## src/rtl/clx_pkg.sv

```systemverilog
package clx_pkg;
    localparam int REG_W   = 16;
    localparam int NPAIRS  = 4;
    // status positions
    localparam int ST_PLPL   = 0;
    localparam int ST_ODD0   = 1;
    localparam int ST_EVEN0  = 5;
    localparam int ST_SPR0   = 9;
    // setup positions
    localparam int CF_MV0    = 0;
    localparam int CF_EN0    = 6;
    localparam int CF_ODDSP0 = 12;
endpackage

```

## src/rtl/clx_pair_merge.sv

```systemverilog
module clx_pair_merge #(
    parameter int SPR_N = 8,
    localparam int GRP_N = SPR_N / 2
) (
    input  logic [SPR_N-1:0] spr_on,
    input  logic [GRP_N-1:0] odd_join,
    output logic [GRP_N-1:0] grp_on
);
    for (genvar g = 0; g < GRP_N; g++) begin : g_pair
        assign grp_on[g] = spr_on[2*g] | (odd_join[g] & spr_on[2*g+1]);
    end
endmodule

```

## src/rtl/clx_plane_match.sv

```systemverilog
module clx_plane_match #(
    parameter int PL_N  = 6,
    parameter int FIRST = 0,
    localparam int SET_N = PL_N / 2
) (
    input  logic [PL_N-1:0] plane_bits,
    input  logic [PL_N-1:0] plane_en,
    input  logic [PL_N-1:0] match_val,
    output logic            set_hit
);
    logic [SET_N-1:0] ok;
    for (genvar i = 0; i < SET_N; i++) begin : g_pl
        localparam int IDX = FIRST + 2*i;
        assign ok[i] = ~plane_en[IDX] | (plane_bits[IDX] == match_val[IDX]);
    end
    assign set_hit = &ok;
endmodule

```

## src/rtl/clx_hit_map.sv

```systemverilog
module clx_hit_map
    import clx_pkg::*;
(
    input  logic [NPAIRS-1:0] grp_on,
    input  logic              odd_hit,
    input  logic              even_hit,
    output logic [REG_W-1:0]  hits
);
    always_comb begin
        hits = '0;
        hits[ST_PLPL] = odd_hit & even_hit;
        for (int g = 0; g < NPAIRS; g++) begin
            hits[ST_ODD0 + g]  = odd_hit  & grp_on[g];
            hits[ST_EVEN0 + g] = even_hit & grp_on[g];
        end
        hits[ST_SPR0 + 0] = grp_on[0] & grp_on[1];
        hits[ST_SPR0 + 1] = grp_on[0] & grp_on[2];
        hits[ST_SPR0 + 2] = grp_on[0] & grp_on[3];
        hits[ST_SPR0 + 3] = grp_on[1] & grp_on[2];
        hits[ST_SPR0 + 4] = grp_on[1] & grp_on[3];
        hits[ST_SPR0 + 5] = grp_on[2] & grp_on[3];
    end
endmodule

```

## src/rtl/clx_detector.sv

```systemverilog
module clx_detector
    import clx_pkg::*;
#(
    parameter int SPR_N = 8,
    parameter int PL_N  = 6,
    localparam int GRP_N = SPR_N / 2
) (
    input  logic             clk,
    input  logic             rst_n,
    input  logic             pix_valid,
    input  logic [SPR_N-1:0] spr_on,
    input  logic [PL_N-1:0]  plane_bits,
    input  logic             ctl_wr,
    input  logic [REG_W-1:0] ctl_wdata,
    input  logic             stat_rd,
    output logic [REG_W-1:0] stat_rdata
);
    logic [REG_W-1:0] setup_q;
    logic [REG_W-1:0] stat_q;
    logic [GRP_N-1:0] grp_on;
    logic             odd_hit, even_hit;
    logic [REG_W-1:0] hits;

    clx_pair_merge #(.SPR_N(SPR_N)) u_merge (
        .spr_on   (spr_on),
        .odd_join (setup_q[CF_ODDSP0 +: GRP_N]),
        .grp_on   (grp_on)
    );

    clx_plane_match #(.PL_N(PL_N), .FIRST(0)) u_odd (
        .plane_bits (plane_bits),
        .plane_en   (setup_q[CF_EN0 +: PL_N]),
        .match_val  (setup_q[CF_MV0 +: PL_N]),
        .set_hit    (odd_hit)
    );

    clx_plane_match #(.PL_N(PL_N), .FIRST(1)) u_even (
        .plane_bits (plane_bits),
        .plane_en   (setup_q[CF_EN0 +: PL_N]),
        .match_val  (setup_q[CF_MV0 +: PL_N]),
        .set_hit    (even_hit)
    );

    clx_hit_map u_map (
        .grp_on   (grp_on),
        .odd_hit  (odd_hit),
        .even_hit (even_hit),
        .hits     (hits)
    );

    always_ff @(posedge clk) begin
        if (!rst_n) begin
            setup_q <= '0;
        end else if (ctl_wr) begin
            setup_q <= ctl_wdata;
        end
    end

    always_ff @(posedge clk) begin
        if (!rst_n) begin
            stat_q <= '0;
        end else begin
            stat_q <= (stat_rd ? '0 : stat_q) | (pix_valid ? hits : '0);
        end
    end

    assign stat_rdata = stat_q;
endmodule

```

## config.mk

```make
export PLATFORM = sky130hd
export DESIGN_NAME = clx_detector
export DESIGN_NICKNAME = d
export VERILOG_FILES = /design/src/rtl/clx_pkg.sv /design/src/rtl/clx_pair_merge.sv /design/src/rtl/clx_plane_match.sv /design/src/rtl/clx_hit_map.sv /design/src/rtl/clx_detector.sv
export SDC_FILE = /design/constraint.sdc
export NUM_CORES = 1
export LEC_CHECK = 0
export BUFFER_PORTS_ARGS = -buffer_cell sky130_fd_sc_hd__buf_2
export CAP_MARGIN = 5
export CORE_MARGIN = 2
export CORE_UTILIZATION = 47
export DETAILED_ROUTE_END_ITERATION = 10
export PLACE_DENSITY = 0.79
export SLEW_MARGIN = 10
export SYNTH_ARGS = -nofsm -noshare
export SYNTH_HDL_FRONTEND = slang
export SYNTH_SLANG_ARGS = --single-unit
```

## constraint.sdc

```tcl
create_clock -name clk -period 1.7 [get_ports clk]
set_input_delay 0.255 -clock clk [delete_from_list [all_inputs] [get_ports clk]]
set_output_delay 0.255 -clock clk [all_outputs]
set_load 0.02 [all_outputs]
```

---- Word-level counts from Yosys, hierarchy flattened ----
Index checks and enable logic that the tools add are counted.
storage, ports and cells
  register bits after elaboration ......... 32
  input bits .............................. 35
  logic and storage cells ................. 48
  output and inout port bits .............. 16
cells by class
  reductions and logical operators ........ 2
  equal/unequal tests ..................... 6
  muxes and demuxes ....................... 2
  bitwise gates (word level) .............. 36
operator list
  cell                  count
  bitwise AND 1 bit     19
  two-way mux 16 bit    1
  OR 16 x 15 -> 16 bit  1
  two-way mux 15 bit    1
  OR 1 bit              10
  == test 1 bit         6
  NOT 1 bit             6
  AND reduction 3 bit   2

---- Logic depth before layout (Yosys ltp) ----
Gate-level depths: netlist (run 1).
  depth after elaboration ................. 6
  gate-level depth with buffers ........... 4
  depth with buffers taken out ............ 4

---- Modules after synthesis ----
A second synthesis (run 1) with hierarchy kept.
second synthesis, totals
  cells, all modules ...................... 149
  area total of the unflattened synthesis .. 1451.4 µm²
by module, submodules not included
  module           cells each  area each (µm²)  sequential area each (µm²)  times used
  clx_detector     120         1243.7           640.6                       1
  clx_hit_map      17          105.1            0.0                         1
  clx_plane_match  4           36.3             0.0                         2
  clx_pair_merge   4           30.0             0.0                         1

---- Least setup slack after synthesis (run 1) ----
OpenSTA, ideal clock, no wires.
  path kind ............................... register -> register
  start point ............................. register setup_q[1]
  end point ............................... register stat_q[5] (netlist: stat_rdata[5])
  period minus slack after synthesis ...... 1.309 ns
  arrival time ............................ 1.243 ns
  setup time .............................. 0.066 ns
  required time ........................... 1.634 ns
  path slack .............................. 0.391 ns
  buffers on the path ..................... 0
  stages on the path, launching flop included .. 5
  cells stage by stage .................... dfxtp_1 > xor2_1 > a222oi_1 > a32oi_1 > nor2b_1
on the way
  cells in the longest elaborated chain, start to end .. 6
ends and longest elaborated chain
  item                    RTL line               text
  start, declared         clx_detector.sv:18     logic [REG_W-1:0] setup_q;
  start signal, assigned  clx_detector.sv:55     setup_q <= ctl_wdata;
  == test 1 bit           clx_plane_match.sv:14  assign ok[i] = ~plane_en[IDX] | (plane_bits[IDX] == match_val[IDX]);
  OR 1 bit                clx_plane_match.sv:14
  AND reduction 3 bit     clx_plane_match.sv:16  assign set_hit = &ok;
  bitwise AND 1 bit       clx_hit_map.sv:14      hits[ST_EVEN0 + g] = even_hit & grp_on[g];
  two-way mux 15 bit      clx_detector.sv:63     stat_q <= (stat_rd ? '0 : stat_q) | (pix_valid ? hits : '0);
  OR 16 x 15 -> 16 bit    clx_detector.sv:63
  end signal, assigned    clx_detector.sv:63
  end, declared           clx_detector.sv:19     logic [REG_W-1:0] stat_q;
No other way between the ends.
A chain may end at the register's enable or synchronous reset.

---- Worst setup path in the final report (run 1) ----
  start point ............................. register setup_q[1]
  end point ............................... register stat_q[8] (netlist: stat_rdata[8])
Same word-level chain as after synthesis.

==> results.md, run 1 <==
Run status:
- The flow ran to the end, and the final reports show no timing, DRC or antenna violations.

Synth:
- In the synthesized netlist, the cells that appear most often are 31 x sky130_fd_sc_hd__dfxtp_1, 18 x sky130_fd_sc_hd__nor2b_1, 16 x sky130_fd_sc_hd__mux2i_1.
- By area the synthesized netlist is led by sky130_fd_sc_hd__dfxtp_1 49%, sky130_fd_sc_hd__mux2i_1 13%, sky130_fd_sc_hd__nor2b_1 9.0%, sky130_fd_sc_hd__o2bb2ai_1 4.2%, sky130_fd_sc_hd__xor2_1 4.2%.
- The largest family of logic cells by synthesized area is simple AND/OR/NAND/NOR gates.
- Of the total synthesized cell area, the portion taken by AND, OR, NAND and NOR gates is 0.1833.
- The cell count after synthesis came out at 125.
- The complex-gate fraction of the synthesized area is 0.1245.
- The multiplexer share of the synthesized area is 0.1275.
- The count of unique library cells instantiated by Yosys is 22.
- Of the synthesized area, sequential elements account for 0.4940.
- Yosys mapped a number of flops with a built-in enable equal to 0.
- The synthesized area is about 1300 um2.
- The synthesized-area fraction occupied by adder cells is 0.
- The proportion of register bits with asynchronous set or reset after synthesis is 0.
- In this run the mean area of a mapped cell was 10.05 um2.
- Of the total synthesized cell area, the portion taken by XOR and XNOR cells is 0.04183.
- In the synthesized netlist the dominant register cell turns out to be sky130_fd_sc_hd__dfxtp_1.
- The area share of the largest cell type after synthesis is 0.4940.
- The cell type contributing the most total cell area after synthesis is sky130_fd_sc_hd__dfxtp_1.
- The synthesized design contains 31 register bits.
- The number of nets in the synthesized netlist is 160.
- The most common cell in the synthesized netlist is sky130_fd_sc_hd__dfxtp_1.
- The warning count from the yosys run is 0.

CTS:
- The master cell of the clock root buffer is sky130_fd_sc_hd__clkbuf_4.
- After clock tree synthesis, the clock-pin slew on the worst setup and hold paths is roughly 90 ps.
- The buffers inserted during post-CTS setup optimization is 0.
- The number of hold buffers added after CTS was 0.
- In this run, post-CTS repair resized a total of 0 instances.
- Counting every sink on the clock net gives 31.
- The clock reaches the later pin of the worst-skew pair after 330 ps.
- The CTS H-tree depth is 2.
- TritonCTS built the clock tree.
- The number of clock buffers inserted by TritonCTS is 5.
- The longest clock path from root to sink contains 2 buffers.

STA:
- The maximum clock rate is 768.1 MHz.
- The final setup violation count is 0.
- The total count of hold-check failures in the final report is 0.
- The clock period minus worst slack is around 1300 ps.
- Setup repair after global routing left no endpoint under its margin.
- The clock skew after layout is approximately 5.0 ps.
- Summed over all failing endpoints, the final setup total negative slack is 0 ps.
- The final number of max-transition violations is 0.
- Of the available clock period, the critical path in the final layout requires 0.7658.

Cells and area:
- For this run, the post-layout net count is between 200 and 250.
- The area growth from synthesis to layout is 26.29%.
- The fraction of layout cells with a size suffix above 1 is 0.3220.
- The number of antenna diodes in the final layout is 0.
- At the end of the flow the core is filled with cells to 0.6346.

Pwr:
- The power density over cell area is 950.2 nW/um2.
- The analysis attributes to cell leakage a power of between 0.7 and 0.8 nW.
- The worst IR drop on VDD is about 720 uV.

Floorplan:
- The floorplan step defined a die boundary enclosing a little over 3000 um2.
- The floorplan step set the die height to around 56 um.
- The core box area is 2500 um2.
- In this run the core area contains 18 standard-cell rows.
- The die extent in x is 55.70 um.
- The number of I/O pins is 51.
- The starting density of the core is 0.5025.

Routing:
- Dividing the detail-routed wire length by the instance count gives 12.40 um.
- The routed design has about 2.6 mm of wire.
- After detailed routing, the number of vias per cell comes to 4.850.
- In the routed design, unresolved DRC markers number 0.
- The routed layout has 1004 vias.
- The number of detailed-route iterations in the first pass is 5.
- In this run, the number of DRC markers left after iteration 0 of detailed routing was 18.
- The detail route stage leaves a number of antenna-violating nets equal to 0.

Global route:
- The first-pass GRT wire length is approximately 4.3 mm.
- Summed over all layers, the global routing overflow is 0.
- The number of global-route vias before repair is 1005.
- The maximum number of pins on one net before global-route repair is 29.
- The number of antenna violations at the first check in global routing was 0.
- Across every metal layer, demand over resource in global routing totals 0.1815.

Placed design:
- At the end of routability-driven placement, the weighted congestion stood at 0.8390.
- Port buffering added 49 buffers.
- The wire-length estimate of the detail-placed layout is 1.961 mm.

Job:
- The tool flagged a number of max-cap violations equal to 0.

Critical path:
- The register-to-register setup slack is ~400 ps.
- The buffer and inverter count on the worst path is 1.
- STA puts the critical path data arrival time at about 1600 ps.
- The kind of cell with the highest combined delay along the critical path is compound AO/OA/AOI/OAI gates.
- The signal on the critical path passes through xor2_1, a222oi_1, buf_4, nand3_1, a21boi_1.
- The worst setup path is captured at a flop.
- The critical-path maximum fanout is 5.
- The data required time at the worst endpoint is 1960 ps.
- STA classifies the critical path startpoint as a flop.
- The endpoint of the worst register-to-register path is stat_rdata[8].
- The worst setup path is of the flop to flop kind.
- The worst reg2reg path depth is 5.
- On the critical path, the stage with the largest delay is an instance of sky130_fd_sc_hd__a222oi_1.
- The biggest cell delay along the critical path is 350 ps.
- The startpoint of the most critical register-to-register path is setup_q[1].

Hold path:
- The worst min-delay path class is primary input to flop.
- The destination of the worst hold path is setup_q[15].
- Counting instances, the worst hold path has a depth of 3.
- The startpoint of the lowest-slack hold path is ctl_wdata[15].
-- worst min-delay path, stage by stage --
cell and delay (ps):
sky130_fd_sc_hd__buf_2 70, sky130_fd_sc_hd__mux2i_1 60, sky130_fd_sc_hd__nor2b_1 90
-- sequential cells by signal, indices dropped and copies added (netlist names) --
signal      count
stat_rdata     15
setup_q        16
-- per-layer routing --
layer | up-vias | GRT usage | share of wire | wire length (um)
met5 | - | 0 | 0 | 0
met4 | 0 | 0.06272 | 0.0031 | 8
met3 | 2 | 0.08140 | 0.075 | 193
met2 | 37 | 0.3010 | 0.50 | 1274
met1 | 445 | 0.2064 | 0.43 | 1091
li1 | 520 | - | - | -
-- through the flow --
step	hold WS, ps	cells	total power, mW	setup WS (ps)	area (um2)
finish	183.0	207	1.508	398.1	1587
floorplan	394.9	125	0.9480	391.4	1256
global placement	435.7	199	1.029	395.1	1518
global route	170.1	207	1.576	249.6	1587
detailed placement	447.8	199	1.040	352.5	1518
CTS	180.9	207	1.517	381.2	1587
-- final cells by class --
type,count,area (um2)
flip-flops and latches,31,620.6
repair buffers,50,252.7
inverters,1,3.754
clock buffers,8,68.82
fillers,224,913.4
multi-input cells,87,603.1
well taps,30,37.54
-- kinds of logic after synthesis --
group	after synthesis
buffers and inverters	7
and+or+nand+nor	42
other	1
DFF	31
AOI/OAI and AO/OA	22
xor gates and xnor gates	6
muxes	16
-- how the worst max path moves through the flow --
stage	slack (ps)	cells after the start	end	from
after global routing	250	5	stat_rdata[7]	setup_q[1]
final	400	5	stat_rdata[8]	setup_q[1]
after CTS	380	5	stat_rdata[8]	setup_q[1]
after floorplan	390	4	stat_rdata[5]	setup_q[1]
after global placement	400	6	stat_rdata[5]	plane_bits[1]
after detailed placement	350	6	stat_rdata[6]	plane_bits[1]
-- cells in the final DEF (no fill, tap or decap), types with 4 or more instances in the layout --
master	synthesis	layout
sky130_fd_sc_hd__nand2b_1	4	4
sky130_fd_sc_hd__mux2i_1	16	16
sky130_fd_sc_hd__o2bb2ai_1	6	6
sky130_fd_sc_hd__o21ai_0	5	5
sky130_fd_sc_hd__buf_2	2	49
sky130_fd_sc_hd__dfxtp_1	31	31
sky130_fd_sc_hd__nor2b_1	18	18
sky130_fd_sc_hd__xor2_1	6	6
sky130_fd_sc_hd__clkbuf_4	0	5
sky130_fd_sc_hd__nand2_1	12	12
sky130_fd_sc_hd__and2_1	6	6
-- report_power, final --
group | switching (mW) | internal [mW] | leakage, nW | total, mW
clock network | 0.244 | 0.243 | 0.0386 | 0.487
logic | 0.119 | 0.105 | 0.474 | 0.225
registers | 0.0245 | 0.771 | 0.255 | 0.796
total | 0.388 | 1.12 | 0.767 | 1.51
No activity file was read; power rests on OpenSTA's default activity.
==> inputs of run 2 (changes only) <==
- ABC_AREA: default -> 1
- PLACE_DENSITY: 0.79 -> 0.78
- clock period: 1.7 -> 1.2 ns (I/O delays scaled with it)
==> run 2 against run 1 <==
Compared with the run above: sequential cell count is the same; total power grew 44%; area after synthesis is 5.0% higher; global-route usage increased by 0.51 points; final cell count rose by 26%; final area is 4.6% higher; sequential power up 42%; sequential share of layout area fell by 1.7 points; routed wire length increased by 10%; clock power increased by 42%.
==> results.md, run 2 <==
Critical path:
- The biggest cell delay along the critical path is about 350 ps.
- The buffer and inverter count on the worst path is 1.
- The data arrival time at the worst-slack endpoint is 840 ps.
- The critical path's slowest cell is sky130_fd_sc_hd__dfxtp_1.
- The family of cells with the greatest summed delay on the critical path is flip-flops.
- For the worst setup path, the data required time is 1020 ps.
- The type of element launching the critical path is a flop.
- STA classifies the critical path endpoint as an output pin.
- The critical-path maximum fanout is 2.
- The critical path in this run is classified as flop to output pin.
- The signal on the critical path passes through buf_2.

Pwr:
- The clock power share is 0.317.
- The cell leakage power is approximately 0.82 nW.
- The switching part of the total power is 0.2736.
- The share of total power dissipated in sequential elements is 0.520.
- The net switching power is 0.5959 mW.
- The total power consumption of the routed design is 2.178 mW.
- The internal portion of the total power is between 1.5 and 2 mW.
- In this run the power density over the cells is approximately 1300 nW/um2.
- Of the total power, combinational logic draws 0.162.
- IR analysis of the VDD net gives a maximum drop of a little over 800 uV.

Synth:
- Of the synthesized area, sequential elements account for 0.4706.
- The synthesized area is 1319 um2.
- After synthesis, the cell types taking the most area are sky130_fd_sc_hd__dfxtp_1 47%, sky130_fd_sc_hd__nand2_1 11%, sky130_fd_sc_hd__a21oi_1 8.0%, sky130_fd_sc_hd__nor2_1 7.1%, sky130_fd_sc_hd__o21ai_0 6.1%.
- The warning count from the yosys run is 0.
- The area share of the largest cell type after synthesis is 0.4706.
- The number of different library cells used by synthesis comes to 19.
- The most frequently used flop master after synthesis is sky130_fd_sc_hd__dfxtp_1.
- The largest total area in the synthesized netlist belongs to sky130_fd_sc_hd__dfxtp_1.
- sky130_fd_sc_hd__nand2_1 is the most common cell in the netlist.
- The post-synthesis instance total is ~180.
- Counting flops and latches in the post-synthesis netlist gives 31.
- In this run the mean area of a mapped cell was 7.536 um2.
- For this run, asynchronously set or reset flops after synthesis account for 0.
- Counting every net in the synthesized netlist gives 210.
- The number of flops mapped to enable cells by yosys is 0.
- In the synthesized netlist, the cells that appear most often are 37 x sky130_fd_sc_hd__nand2_1, 31 x sky130_fd_sc_hd__dfxtp_1, 25 x sky130_fd_sc_hd__nor2_1.

CTS:
- The clock slew at the register clock pins of the worst setup and hold paths is 100 ps.
- The maximum buffer depth of the clock tree is 2.
- The post-cts gate resize count is 0.
- The tree is rooted in a sky130_fd_sc_hd__clkbuf_4.
- The TritonCTS sink count is 31.
- The hold buffer count at CTS is 0.
- The buffers inserted during post-CTS setup optimization is 0.
- The CTS H-tree depth is 2.
- In this run, CTS created clock tree buffers numbering 5.
- The clock tree from TritonCTS is done.
- The clock latency of the later-clocked register in the worst-skew pair is 320 ps.

Cells and area:
- Relative to the synthesized area, the layout overhead comes to 25.81%.
- The top cell types in the final layout, fill and taps aside, are 49 x sky130_fd_sc_hd__buf_2, 37 x sky130_fd_sc_hd__nand2_1, 31 x sky130_fd_sc_hd__dfxtp_1.
- The core occupancy in the finished layout is 0.6122.
- Ranked by flip-flop count, first place goes to setup_q.
- After routing the design area is 1659 um2.
- The fraction of layout cells with a size suffix above 1 is 0.3406.
- The number of nets at the end of the flow is 263.
- The library cell used most frequently in the layout, excluding fill and tap cells, is sky130_fd_sc_hd__buf_2.
- The flip-flop count of the largest register, all copies and words added is 16.
- The number of antenna diodes in the final layout is 0.
- The count of placed standard cells in the final layout, fillers left out is between 200 and 300.

Routing:
- After the first detailed-routing iteration, the DRC count stood at between 50 and 60.
- In the routed layout, each cell is associated on average with a via count of 4.854.
- For this run, design rule violations remaining after detail routing come to 0.
- Across all layers, the routed design uses 1262 vias.
- The number of detailed-route iterations in the first pass is 4.
- The final routed wirelength across all metal layers is 2.823 mm.
- Dividing the detail-routed wire length by the instance count gives 10.86 um.
- In this run the remaining antenna-violating nets after routing total 0.

Floorplan:
- The cell row count is 19.
- The die is 56.97 um wide.
- The number of I/O pins is 51.
- In this run the vertical extent of the chip is between 50 and 60 um.
- In this run the standard cell core region covers around 2700 um2.
- The overall die area is 3246 um2.
- The initial utilization of the core area, before any placement, comes to 0.4866.

STA:
- The final setup violation count is 0.
- The maximum clock rate is 978.0 MHz.
- The final critical-path share of the clock period is 0.8521.
- The total count of hold-check failures in the final report is 0.
- The clock skew after layout is 7.234 ps.
- After routing, the total negative slack on setup checks comes to 0 ps.
- The worst slack on hold paths is 70.08 ps.
- The clock period minus worst slack is 1022 ps.
- After layout, the worst setup slack is around 180 ps.
- Setup repair after global routing left no endpoint under its margin.
- The final number of max-transition violations was 0.

Job:
- Across the run, the number of max-cap violations was 0.

Run status:
- The run finished with clean final reports.

Hold path:
- The worst min-delay path class is primary input to flop.

Global route:
- In the global route stage, overall resource usage came out at 0.1866.
- The maximum number of pins on one net before global-route repair is 16.
- The number of global-route vias before repair was 1093.
- Global routing finished with a remaining overflow of 0.
- The first global-routing pass estimated 4.719 mm of wire.
- The number of antenna violations at the first check in global routing is 0.

Placed design:
- Buffers placed on the I/O ports in this run total 49.
- Summing all placed instances gives a cell area of 1590 um2.
- The cell count after placement is 252.
- At the end of routability-driven placement, the weighted congestion stood at 0.7383.
- The post-placement setup slack is 163.5 ps.
- The estimated wirelength of the detail-placed design is 2.156 mm.
## run 2: cell type report
type                       instances  area [um2]
tap                               31       38.79
timing repair buffer              53       275.3
clock buffer                       8       68.82
sequential                        31       620.6
multi-input combinational        119       588.1
fill                             281        1051
inverter                          18       67.56
## run 2: path summary, 6_finish.rpt
kind / end / cells after the start / start / slack (ps)
min reg2reg: stat_rdata[14] / 2 / stat_rdata[14] / 460
min: setup_q[8] / 3 / ctl_wdata[8] / 70
max reg2reg: stat_rdata[5] / 7 / setup_q[3] / 240
max: stat_rdata[5] / 1 / stat_rdata[5] / 180
## run 2: cells by family after synthesis
family,Yosys count,synth area share
other cells,1,0.002844
compound gates,41,0.1641
flops,31,0.4706
simple gates,77,0.2789
buf+inv,25,0.08349
## run 2: layer usage
layer	up-vias	part of all wire	global-route usage
met3	4	0.084	0.05442
met1	541	0.46	0.2482
met5	-	0	0
li1	664	-	-
met2	53	0.44	0.2890
met4	0	0.0099	0.06977
## run 2: worst register-to-register path: cells and delay by family, from the launching register on
kind / cells / cell delay (ps)
buffers and inverters: 1 / 70
and+or+nand+nor: 5 / 410
AOI/OAI and AO/OA: 1 / 100
DFF: 1 / 320
## run 2: power by group through the flow
stage	Sequential [mW]	Clock, mW	Combinational [mW]
floorplan	1.19	0	0.193
global placement	1.16	0	0.350
detailed placement	1.16	0	0.355
CTS	1.13	0.702	0.358
global route	1.14	0.755	0.398
finish	1.13	0.691	0.354
